### src/rtl/hvirq_pkg.sv
package hvirq_pkg;

  // Native CSR addresses
  localparam logic [11:0] A_DELEG  = 12'h603;
  localparam logic [11:0] A_HEN    = 12'h604;
  localparam logic [11:0] A_GEN    = 12'h607;
  localparam logic [11:0] A_HPEND  = 12'h608;
  localparam logic [11:0] A_VPEND  = 12'h645;
  localparam logic [11:0] A_GPEND  = 12'hE12;
  localparam logic [11:0] A_VSEN   = 12'h204;
  localparam logic [11:0] A_VSPEND = 12'h244;
  localparam logic [11:0] A_VSSCR  = 12'h240;

  // Supervisor addresses steered to guest views while virtualized
  localparam logic [11:0] A_SEN    = 12'h104;
  localparam logic [11:0] A_SPEND  = 12'h144;
  localparam logic [11:0] A_SSCR   = 12'h140;

  // Hypervisor-side bit positions; guest views sit one position lower
  localparam int B_SW  = 2;
  localparam int B_TM  = 6;
  localparam int B_EX  = 10;
  localparam int B_GX  = 12;
  localparam int B_OVF = 13;

  localparam int N_VIEW = 3;
  localparam int VIEW_HV [N_VIEW] = '{B_SW, B_TM, B_EX};

  typedef struct packed {
    logic deleg;
    logic hen;
    logic gen;
    logic hpend;
    logic vpend;
    logic gpend;
    logic vsen;
    logic vspend;
    logic vsscr;
  } csr_sel_t;

endpackage

### src/rtl/hvirq_addr_map.sv
module hvirq_addr_map
  import hvirq_pkg::*;
(
  input  logic [11:0] addr,
  input  logic        virt,
  output csr_sel_t    sel
);

  logic [11:0] eff_addr;

  // Steer supervisor addresses onto guest views only while virtualized
  always_comb begin
    eff_addr = addr;
    if (virt) begin
      if (addr == A_SEN)   eff_addr = A_VSEN;
      if (addr == A_SPEND) eff_addr = A_VSPEND;
      if (addr == A_SSCR)  eff_addr = A_VSSCR;
    end
  end

  always_comb begin
    sel        = '0;
    sel.deleg  = (eff_addr == A_DELEG);
    sel.hen    = (eff_addr == A_HEN);
    sel.gen    = (eff_addr == A_GEN);
    sel.hpend  = (eff_addr == A_HPEND);
    sel.vpend  = (eff_addr == A_VPEND);
    sel.gpend  = (eff_addr == A_GPEND);
    sel.vsen   = (eff_addr == A_VSEN);
    sel.vspend = (eff_addr == A_VSPEND);
    sel.vsscr  = (eff_addr == A_VSSCR);
  end

endmodule

### src/rtl/hvirq_regs.sv
module hvirq_regs
  import hvirq_pkg::*;
#(
  parameter int XLEN    = 64,
  parameter int GEI_CNT = 8
) (
  input  logic            clk,
  input  logic            rst_n,
  input  logic            wr_en,
  input  logic [XLEN-1:0] wdata,
  input  logic            sel_deleg,
  input  logic            sel_hen,
  input  logic            sel_gen,
  input  logic            sel_vpend,
  input  logic            sel_vsen,
  input  logic            sel_vspend,
  input  logic            sel_vsscr,
  output logic [XLEN-1:0] deleg_q,
  output logic [XLEN-1:0] hen_q,
  output logic [XLEN-1:0] gen_q,
  output logic [XLEN-1:0] vpend_q,
  output logic [XLEN-1:0] scr_q
);

  localparam logic [XLEN-1:0] ONE         = XLEN'(1);
  localparam logic [XLEN-1:0] DELEG_WMASK = (ONE << B_SW) | (ONE << B_TM) | (ONE << B_EX) | (ONE << B_OVF);
  localparam logic [XLEN-1:0] HEN_WMASK   = (ONE << B_SW) | (ONE << B_TM) | (ONE << B_EX) | (ONE << B_GX);
  localparam logic [XLEN-1:0] VP_WMASK    = (ONE << B_SW) | (ONE << B_TM) | (ONE << B_EX);
  localparam logic [XLEN-1:0] GEN_WMASK   = ((ONE << (GEI_CNT + 1)) - ONE) & ~ONE;

  logic [XLEN-1:0] deleg_n, hen_n, gen_n, vpend_n, scr_n;
  logic            en_deleg, en_hen, en_gen, en_vpend, en_scr;

  // Clock enables per register
  assign en_deleg = wr_en & sel_deleg;
  assign en_hen   = wr_en & (sel_hen | sel_vsen);
  assign en_gen   = wr_en & sel_gen;
  assign en_vpend = wr_en & (sel_vpend | sel_vspend);
  assign en_scr   = wr_en & sel_vsscr;

  // Next-state values
  always_comb begin
    deleg_n = wdata & DELEG_WMASK;
    gen_n   = wdata & GEN_WMASK;
    scr_n   = wdata;

    hen_n = hen_q;
    if (sel_hen) begin
      hen_n = wdata & HEN_WMASK;
    end else begin
      for (int k = 0; k < N_VIEW; k++) begin
        if (deleg_q[VIEW_HV[k]]) hen_n[VIEW_HV[k]] = wdata[VIEW_HV[k]-1];
      end
    end

    vpend_n = vpend_q;
    if (sel_vpend) begin
      vpend_n = wdata & VP_WMASK;
    end else if (deleg_q[B_SW]) begin
      vpend_n[B_SW] = wdata[B_SW-1];
    end
  end

  // State registers
  always_ff @(posedge clk or negedge rst_n) begin
    if (!rst_n) begin
      deleg_q <= '0;
      hen_q   <= '0;
      gen_q   <= '0;
      vpend_q <= '0;
      scr_q   <= '0;
    end else begin
      if (en_deleg) deleg_q <= deleg_n;
      if (en_hen)   hen_q   <= hen_n;
      if (en_gen)   gen_q   <= gen_n;
      if (en_vpend) vpend_q <= vpend_n;
      if (en_scr)   scr_q   <= scr_n;
    end
  end

endmodule

### src/rtl/hvirq_pend_resolve.sv
module hvirq_pend_resolve
  import hvirq_pkg::*;
#(
  parameter int XLEN    = 64,
  parameter int GEI_CNT = 8,
  parameter int SELW    = 6
) (
  input  logic [XLEN-1:0] gext_pend,
  input  logic [SELW-1:0] guest_sel,
  input  logic            tmr_line,
  input  logic            ext_line,
  input  logic            ovf_pend,
  input  logic [XLEN-1:0] deleg_q,
  input  logic [XLEN-1:0] hen_q,
  input  logic [XLEN-1:0] gen_q,
  input  logic [XLEN-1:0] vpend_q,
  output logic [XLEN-1:0] hyp_pend,
  output logic [XLEN-1:0] vs_pend,
  output logic [XLEN-1:0] vs_en,
  output logic [XLEN-1:0] gpend_view
);

  localparam logic [XLEN-1:0] ONE       = XLEN'(1);
  localparam logic [XLEN-1:0] GEI_MASK  = ((ONE << (GEI_CNT + 1)) - ONE) & ~ONE;
  localparam logic [XLEN-1:0] VIEW_MASK = (ONE << B_SW) | (ONE << B_TM) | (ONE << B_EX);

  logic [GEI_CNT:0] sel_hit;
  logic             sel_term;
  logic             gx_any;

  assign gpend_view = gext_pend & GEI_MASK;

  // Selector match per implemented source; bit 0 never selects
  assign sel_hit[0] = 1'b0;
  for (genvar i = 1; i <= GEI_CNT; i++) begin : g_sel
    assign sel_hit[i] = (guest_sel == SELW'(i)) & gext_pend[i];
  end

  assign sel_term = |sel_hit;
  assign gx_any   = |(gpend_view & gen_q);

  always_comb begin
    hyp_pend       = vpend_q & VIEW_MASK;
    hyp_pend[B_TM] = vpend_q[B_TM] | tmr_line;
    hyp_pend[B_EX] = vpend_q[B_EX] | sel_term | ext_line;
    hyp_pend[B_GX] = gx_any;
  end

  always_comb begin
    vs_pend        = (hyp_pend & deleg_q & VIEW_MASK) >> 1;
    vs_pend[B_OVF] = deleg_q[B_OVF] & ovf_pend;
    vs_en          = (hen_q & deleg_q & VIEW_MASK) >> 1;
  end

endmodule

### src/rtl/hvirq_csr_unit.sv
module hvirq_csr_unit
  import hvirq_pkg::*;
#(
  parameter int XLEN    = 64,
  parameter int GEI_CNT = 8,
  parameter int SELW    = 6
) (
  input  logic            clk,
  input  logic            rst_n,
  input  logic [11:0]     csr_addr,
  input  logic [XLEN-1:0] csr_wdata,
  input  logic            csr_we,
  input  logic            virt_mode,
  output logic [XLEN-1:0] csr_rdata,
  input  logic [XLEN-1:0] gext_pend,
  input  logic [SELW-1:0] guest_sel,
  input  logic            vs_timer_line,
  input  logic            vs_ext_line,
  input  logic            ovf_pend,
  output logic [XLEN-1:0] hyp_pend,
  output logic [XLEN-1:0] vs_pend
);

  csr_sel_t        sel;
  logic [1:0]      rst_pipe;
  logic            rst_core_n;
  logic [XLEN-1:0] deleg_q, hen_q, gen_q, vpend_q, scr_q;
  logic [XLEN-1:0] vs_en, gpend_view;

  // Asynchronous assertion, synchronous release
  always_ff @(posedge clk or negedge rst_n) begin
    if (!rst_n) rst_pipe <= '0;
    else        rst_pipe <= {rst_pipe[0], 1'b1};
  end
  assign rst_core_n = rst_pipe[1];

  hvirq_addr_map u_map (
    .addr (csr_addr),
    .virt (virt_mode),
    .sel  (sel)
  );

  hvirq_regs #(.XLEN(XLEN), .GEI_CNT(GEI_CNT)) u_regs (
    .clk        (clk),
    .rst_n      (rst_core_n),
    .wr_en      (csr_we),
    .wdata      (csr_wdata),
    .sel_deleg  (sel.deleg),
    .sel_hen    (sel.hen),
    .sel_gen    (sel.gen),
    .sel_vpend  (sel.vpend),
    .sel_vsen   (sel.vsen),
    .sel_vspend (sel.vspend),
    .sel_vsscr  (sel.vsscr),
    .deleg_q    (deleg_q),
    .hen_q      (hen_q),
    .gen_q      (gen_q),
    .vpend_q    (vpend_q),
    .scr_q      (scr_q)
  );

  hvirq_pend_resolve #(.XLEN(XLEN), .GEI_CNT(GEI_CNT), .SELW(SELW)) u_pend (
    .gext_pend  (gext_pend),
    .guest_sel  (guest_sel),
    .tmr_line   (vs_timer_line),
    .ext_line   (vs_ext_line),
    .ovf_pend   (ovf_pend),
    .deleg_q    (deleg_q),
    .hen_q      (hen_q),
    .gen_q      (gen_q),
    .vpend_q    (vpend_q),
    .hyp_pend   (hyp_pend),
    .vs_pend    (vs_pend),
    .vs_en      (vs_en),
    .gpend_view (gpend_view)
  );

  // One-hot AND-OR read multiplexer
  always_comb begin
    csr_rdata = ({XLEN{sel.deleg}}  & deleg_q)
              | ({XLEN{sel.hen}}    & hen_q)
              | ({XLEN{sel.gen}}    & gen_q)
              | ({XLEN{sel.hpend}}  & hyp_pend)
              | ({XLEN{sel.vpend}}  & vpend_q)
              | ({XLEN{sel.gpend}}  & gpend_view)
              | ({XLEN{sel.vsen}}   & vs_en)
              | ({XLEN{sel.vspend}} & vs_pend)
              | ({XLEN{sel.vsscr}}  & scr_q);
  end

endmodule

### config.mk
export PLATFORM = sky130hd
export DESIGN_NAME = hvirq_csr_unit
export DESIGN_NICKNAME = d
export VERILOG_FILES = /design/src/rtl/hvirq_pkg.sv /design/src/rtl/hvirq_addr_map.sv /design/src/rtl/hvirq_regs.sv /design/src/rtl/hvirq_pend_resolve.sv /design/src/rtl/hvirq_csr_unit.sv
export SDC_FILE = /design/constraint.sdc
export NUM_CORES = 1
export LEC_CHECK = 0
export ABC_AREA = 0
export BUFFER_PORTS_ARGS = -buffer_cell sky130_fd_sc_hd__buf_2
export CORE_MARGIN = 5
export CORE_UTILIZATION = 50
export CTS_CLUSTER_SIZE = 10
export DETAILED_ROUTE_END_ITERATION = 12
export PLACE_DENSITY = 0.91
export SLEW_MARGIN = 20
export SYNTH_ARGS = -nofsm -noshare
export SYNTH_HDL_FRONTEND = slang
export SYNTH_HIERARCHICAL = 1
export SYNTH_SLANG_ARGS = --single-unit
### constraint.sdc
create_clock -name clk -period 6.2 [get_ports clk]
set_clock_uncertainty 0.2 [all_clocks]
set_input_delay 0.31 -clock clk [delete_from_list [all_inputs] [get_ports clk]]
set_output_delay 0.31 -clock clk [all_outputs]
set_load 0.005 [all_outputs]
==> results of run 1 <==
per-layer routing:
metal / up-vias / track usage, %
met5: - / 0
met4: 0 / 12.9
met3: 111 / 5.08
met2: 507 / 38.3
met1: 3885 / 24.3
li1: 3643 / -
worst max-delay path: cells and delay by family:
kind | cells | cell delay [ps]
buffers and inverters | 3 | 950
and+or+nand+nor | 3 | 940
AOI/OAI and AO/OA | 2 | 500
flip-flops by register name, summed over array words and instances (netlist names):
| register | cells |
|---|---|
| u_regs/vpend_q | 3 |
| u_regs/hen_q | 4 |
| rst_pipe | 2 |
| u_regs/deleg_q | 4 |
| u_regs/scr_q | 64 |
| u_regs/gen_q | 8 |
repair_timing:
item | in CTS | in global routing
hold buffers | 45 | 1
hold endpoints to repair | 50 | 1
buffers inserted | 0 | 0
how the worst max path moves through the flow:
| stage | from | end | cells past startpoint |
|---|---|---|---|
| detailed placement | csr_addr[0] | u_regs/vpend_q[2]$_DFFE_PN0P_ | 7 |
| global route | csr_addr[0] | csr_rdata[2] | 8 |
| floorplan | rst_pipe[1]$_DFF_PN0_ | u_regs/deleg_q[10]$_DFFE_PN0P_ | 0 |
| finish | csr_addr[0] | csr_rdata[2] | 8 |
| CTS | csr_addr[0] | csr_rdata[2] | 8 |
| global placement | csr_addr[0] | csr_rdata[2] | 8 |
cell families (layout without fill, tap and decap cells):
group	count (synthesis)	count (layout)	synth area share (%)
AO/OA/AOI/OAI	291	291	27.0
buffers and inverters	559	248	38.4
flip-flops	85	85	19.9
multiplexers	72	72	8.32
other	3	475	0.105
AND/OR/NAND/NOR	123	123	6.28
where the power goes:
part	switching (mW)	internal, mW	leakage, nW	total, mW
logic	0.114	0.0541	4.27	0.168
clock network	0.253	0.290	0.138	0.543
registers	0.00706	0.558	1.18	0.565
synth_stat cells (3+ instances only):
cell | count | area [um^2]
sky130_fd_sc_hd__conb_1 | 3 | 11.3
sky130_fd_sc_hd__nor2_1 | 5 | 18.8
sky130_fd_sc_hd__a22oi_1 | 68 | 510
sky130_fd_sc_hd__a221oi_1 | 4 | 35.0
sky130_fd_sc_hd__mux2_1 | 4 | 45.0
sky130_fd_sc_hd__nand3_1 | 64 | 320
sky130_fd_sc_hd__buf_2 | 32 | 160
sky130_fd_sc_hd__nand2b_1 | 4 | 25.0
sky130_fd_sc_hd__a22o_1 | 53 | 464
sky130_fd_sc_hd__a22o_2 | 11 | 110
sky130_fd_sc_hd__mux2_2 | 46 | 518
sky130_fd_sc_hd__nor4_1 | 4 | 25.0
sky130_fd_sc_hd__a21oi_1 | 8 | 40.0
sky130_fd_sc_hd__a221oi_2 | 61 | 916
sky130_fd_sc_hd__buf_6 | 19 | 214
sky130_fd_sc_hd__buf_4 | 485 | 3640
sky130_fd_sc_hd__clkbuf_1 | 20 | 75.1
sky130_fd_sc_hd__dfrtp_1 | 85 | 2130
sky130_fd_sc_hd__a222oi_1 | 64 | 641
sky130_fd_sc_hd__nor3_1 | 3 | 15.0
sky130_fd_sc_hd__nand2_1 | 17 | 63.8
sky130_fd_sc_hd__o21ai_0 | 10 | 50.1
sky130_fd_sc_hd__and2_1 | 7 | 43.8
sky130_fd_sc_hd__inv_1 | 3 | 11.3
sky130_fd_sc_hd__mux2_4 | 21 | 315
sky130_fd_sc_hd__a32o_1 | 4 | 40.0
sky130_fd_sc_hd__a21o_1 | 4 | 30.0
stage by stage:
| stage | hold WS, ps | power [mW] | util [%] | cell area (um^2) | setup WS, ps |
|---|---|---|---|---|---|
| global route | 1.99 | 1.34 | 49.8 | 10500 | 2820 |
| detailed placement | -99.8 | 0.699 | 46.2 | 9720 | 2920 |
| finish | 18.9 | 1.28 | 49.8 | 10500 | 2970 |
| global placement | -96.6 | 0.696 | 46.2 | 9720 | 2990 |
| CTS | 0.173 | 1.27 | 49.8 | 10500 | 2940 |
| floorplan | -186 | 0.868 | - | 12500 | 3460 |
final cells by class:
type / instances / area [um^2]
multi-input cells: 961 / 6280
repair buffers: 229 / 1410
inverters: 3 / 11.3
well taps: 275 / 344
clock buffers: 10 / 239
fillers: 1859 / 10500
clock inverters: 6 / 52.6
flip-flops and latches: 85 / 2130
==> results.toml, run 1 <==
[synthesis]
syn-instance-count = 1133
synthesis.area_um2 = 10700
ys.flop_type = "sky130_fd_sc_hd__dfrtp_1"
synth_edf_count = 0
synth_warn = 6
synth.yosys.seq_area_share_pct = 19.9
synth_cell_types = 48
synth_async_sr_flop_share_pct = 100
postSynthRegisterBits = 85
syn-mean-instance-area_um2 = 9.43

[status]
outcome = "finished, final reports clean"

[global_routing]
antenna_found_initial = 0
grt_max_degree = 68
gr-usage-all-layers_pct = 21.9
number_of_global_route_vias_before_repair = 8815
wire_length_of_the_first_global_routing_pass_um = 43500
globalRouteOverflowTotal = 0

[drt]
route.top_layer_used = "met4"
drt-pass1-iter-count = 6
detailroute.wirelength.met3_um = 2420
routed_wire_length_per_instance_um = 17.6
drt_wl_total_um = 27600
viasPerCell = 5.19
routedLengthMet1_um = 10200
antenna_nets_post_route = 0
vias = 8146
iteration_0_drc_count_of_the_detailed_router = 738
dr_wl_met2_um = 13700
route.detailed.drc = 0

[worst_setup_path]
worstPathMaxFanout = 67
critical_path.slowest_cell = "sky130_fd_sc_hd__buf_4"
crit_top_cell = "sky130_fd_sc_hd__buf_2"
crit_path_start_kind = "input port"
crit_chain = "buf_2, or4_4, o31ai_1, nor4b_4, buf_4, a222oi_1, nand3_1, buf_2"
worst-setup-path-type = "input port to output port"
endpoint_kind = "output port"
crit_path_max_incr_delay_ps = 700
worstReg2RegEnd = "u_regs/scr_q[61]$_DFFE_PN0P_"
reg2regPathDepth = 1
reg2reg_setup_slack_ps = 4600
cp.arrival_ps = 2720
critical_path.reg2reg.startpoint = "rst_pipe[1]$_DFF_PN0_"
timing.critical_path.required_ps = 5690

[sta]
report.final.hold_viol_count = 0
highest_clock_rate_mhz = 309
setup_viol = 0
period_minus_slack_ps = 3230
slew_headroom_pct = 24.6
report.final.slew_viol_count = 0
max_slew.worst_pin.slew_ps = 1130
grt_setup_unrepaired = "false"
period_share_pct = 52.1
final.setup.tns_ps = 0

[cells_and_area]
finish.cell_count_without_fillers = 1569
layout.cells.most_common = "sky130_fd_sc_hd__conb_1"
syn2layout_area_growth_pct = -1.95
final_nets = 1442
drive_above_1_share_pct = 27.4
insertedDiodeCount = 0
commonest_cells_after_routing_fill_and_taps_aside = "sky130_fd_sc_hd__conb_1, sky130_fd_sc_hd__buf_2, sky130_fd_sc_hd__dfrtp_1, sky130_fd_sc_hd__a22oi_1"

[min_path]
hold_path.class = "input port to flop"
worst_hold_path.num_cells = 2
hold_path_end = "u_regs/scr_q[9]$_DFFE_PN0P_"
holdCritStartpoint = "csr_wdata[9]"

[clocking]
clk_transition_reported_paths_ps = 70
clock_tree.root_cell = "sky130_fd_sc_hd__clkbuf_16"
post_cts.resized_instances = 0
cts_buffer_count = 9
clock-sinks = 85
max-clock-path-buffers = 2
tritoncts = "done"
worstSkewPairLatency_ps = 340
htree_levels = 3

[place]
numPlacedInstances = 1507
numPortBuffers = 168
gpl.final_weighted_congestion = 0.888
dp_hpwl_um = 18600

[run]
drv_cap = 0

[floorplanning]
num_ports = 345
core_area_um2 = 21000
die_height_um = 156
initial_utilization_pct = 50.8
floorplan.rows = 53
die_area_um2 = 24400
chipWidth_um = 156

[power_and_ir_drop]
power.static_leakage_nw = 5.59
power-per-cell-area_nw_per_um2 = 122
worst_ir_drop_vdd_mv = 0.116
Note: power is estimated with default switching activity, not from simulation.
==> inputs of run 2 (changes only) <==
clock period = 3.15 ns   (was 6.2 ns; I/O delays follow)
==> results.toml, run 2 (same netlist as run 1, synthesis figures left out) <==
[clocking]
clock-sinks = 85
clk_transition_reported_paths_ps = 70
cts_buffer_count = 9
htree_levels = 3
clock_tree.root_cell = "sky130_fd_sc_hd__clkbuf_16"
max-clock-path-buffers = 2
tritoncts = "done"
worstSkewPairLatency_ps = 340
post_cts_buffers = 0

[cells_and_area]
fillers = 1801
drive_above_1_share_pct = 27.5
largest_register_ffs = 64
reg_top3 = "u_regs/scr_q: 64 flops, u_regs/gen_q: 8 flops"
syn2layout_area_growth_pct = 1.36
biggest_register = "u_regs/scr_q"
final_standard_cell_utilization_of_the_core_pct = 51.5
final_nets = 1472
layout.cells.most_common = "sky130_fd_sc_hd__conb_1"
commonest_cells_after_routing_fill_and_taps_aside = "sky130_fd_sc_hd__conb_1, sky130_fd_sc_hd__buf_2, sky130_fd_sc_hd__dfrtp_1, sky130_fd_sc_hd__a22oi_1, sky130_fd_sc_hd__dlygate4sd3_1"

[sta]
grt_setup_unrepaired = "false"
setup_viol = 0
report.final.slew_viol_count = 0
period_minus_slack_ps = 2790
highest_clock_rate_mhz = 358
final.setup.tns_ps = 0
report.final.hold_viol_count = 0
slew_headroom_pct = 53.9
finalHoldWorstSlack_ps = 115
period_share_pct = 88.7
max_slew.worst_pin.slew_ps = 691

[floorplanning]
die_height_um = 156
floorplan.rows = 53
initial_utilization_pct = 50.8
core_area_um2 = 21000
num_ports = 345
chipWidth_um = 156
die_area_um2 = 24400

[global_routing]
fraction_of_met1_tracks_used_by_global_routing_pct = 24.8
wire_length_of_the_first_global_routing_pass_um = 44900
number_of_global_route_vias_before_repair = 8830
antenna_found_initial = 2
gr-usage-all-layers_pct = 22.8
grt_most_used_layer = "met2"
globalRouteOverflowTotal = 0
grtUsageMet2_pct = 41.1
grt.met3_usage_pct = 5.83
grt_max_degree = 65

[drt]
viasPerCell = 5.17
route.detailed.drc = 0
routed_wire_length_per_instance_um = 17.9
drt-pass1-iter-count = 6
drt_wl_total_um = 28600
vias = 8276
iteration_0_drc_count_of_the_detailed_router = 647
antenna_nets_post_route = 0

[worst_setup_path]
endpoint_kind = "output port"
timing.critical_path.required_ps = 2790
worstPathMaxFanout = 33
worst-setup-path-type = "input port to output port"
cp.arrival_ps = 2440
crit_path_start_kind = "input port"

[min_path]
hold_path.class = "flop to asynchronous set/reset pin"

[status]
outcome = "finished, final reports clean"

[power_and_ir_drop]
power.static_leakage_nw = 5.75
worst_ir_drop_vdd_mv = 0.226
power-per-cell-area_nw_per_um2 = 237
design_power_total_mw = 2.57

[run]
drv_cap = 0

[place]
numPortBuffers = 168
gpl.final_weighted_congestion = 0.892
dp_hpwl_um = 19300
run 2: cell types whose count changed in the layout (fill, tap and decap cells not counted), sizes merged:
cell         before  now
clkinvlp          2    0
clkinv            1    3
inv               6    7
diode             0    1
dlygate4sd3      46   67
buf             183  192
clkbuf           10    9
run 2: power breakdown:
part / internal [mW] / switching [mW]
logic: 0.125 / 0.233
registers: 1.10 / 0.0150
clock network: 0.565 / 0.533
total: 1.79 / 0.781
run 2: layer usage:
metal | part of all wire [%] | up-vias
met5 | 0.024 | -
met4 | 4.2 | 2
met3 | 9.4 | 117
met2 | 51 | 511
met1 | 36 | 3938
li1 | - | 3708
run 2: cell type report:
class                   instances  area, um^2  share of cell area, %
multi-input cells             961        6280                   58.0
flip-flops and latches         85        2130                   19.7
repair buffers                259        1750                   16.2
well taps                     275         344                   3.18
clock buffers                   9         225                   2.08
clock inverters                 7        76.3                  0.705
inverters                       3        11.3                  0.104
diodes                          1        2.50                 0.0231
run 2: worst max-delay path: stages:
cell and delay (ps):
sky130_fd_sc_hd__buf_2 140, sky130_fd_sc_hd__or4_4 550, sky130_fd_sc_hd__a211oi_2 300, sky130_fd_sc_hd__nor3b_4 560
sky130_fd_sc_hd__buf_12 320, sky130_fd_sc_hd__a221oi_2 110, sky130_fd_sc_hd__nand3_1 130, sky130_fd_sc_hd__buf_2 120
run 2: path summary, 6_finish.rpt:
check	from	end	slack, ps	cells past startpoint
max in group asynchronous	rst_pipe[1]$_DFF_PN0_	u_regs/scr_q[61]$_DFFE_PN0P_	1940	1
worst min-delay path	rst_pipe[1]$_DFF_PN0_	u_regs/scr_q[58]$_DFFE_PN0P_	120	0
worst min register to register	rst_pipe[1]$_DFF_PN0_	u_regs/scr_q[58]$_DFFE_PN0P_	120	0
min in group clk	rst_pipe[0]$_DFF_PN0_	rst_pipe[1]$_DFF_PN0_	160	0
worst max-delay path	csr_addr[0]	csr_rdata[31]	360	8
worst max register to register	rst_pipe[1]$_DFF_PN0_	u_regs/scr_q[61]$_DFFE_PN0P_	1940	1
run 2: repair_timing:
action,CTS,global route
hold buffers,67,0
gates resized for setup,0,0
hold endpoints to repair,83,0
run 2: metrics by stage:
stage | worst slack (ps) | std cells | instance area, um^2
2_1_floorplan | 407 | 1605 | 12500
3_3_place_gp | 387 | 1516 | 9850
3_5_place_dp | 357 | 1516 | 9850
4_1_cts | 428 | 1599 | 10800
5_1_grt | 242 | 1600 | 10800
6_report | 357 | 1600 | 10800
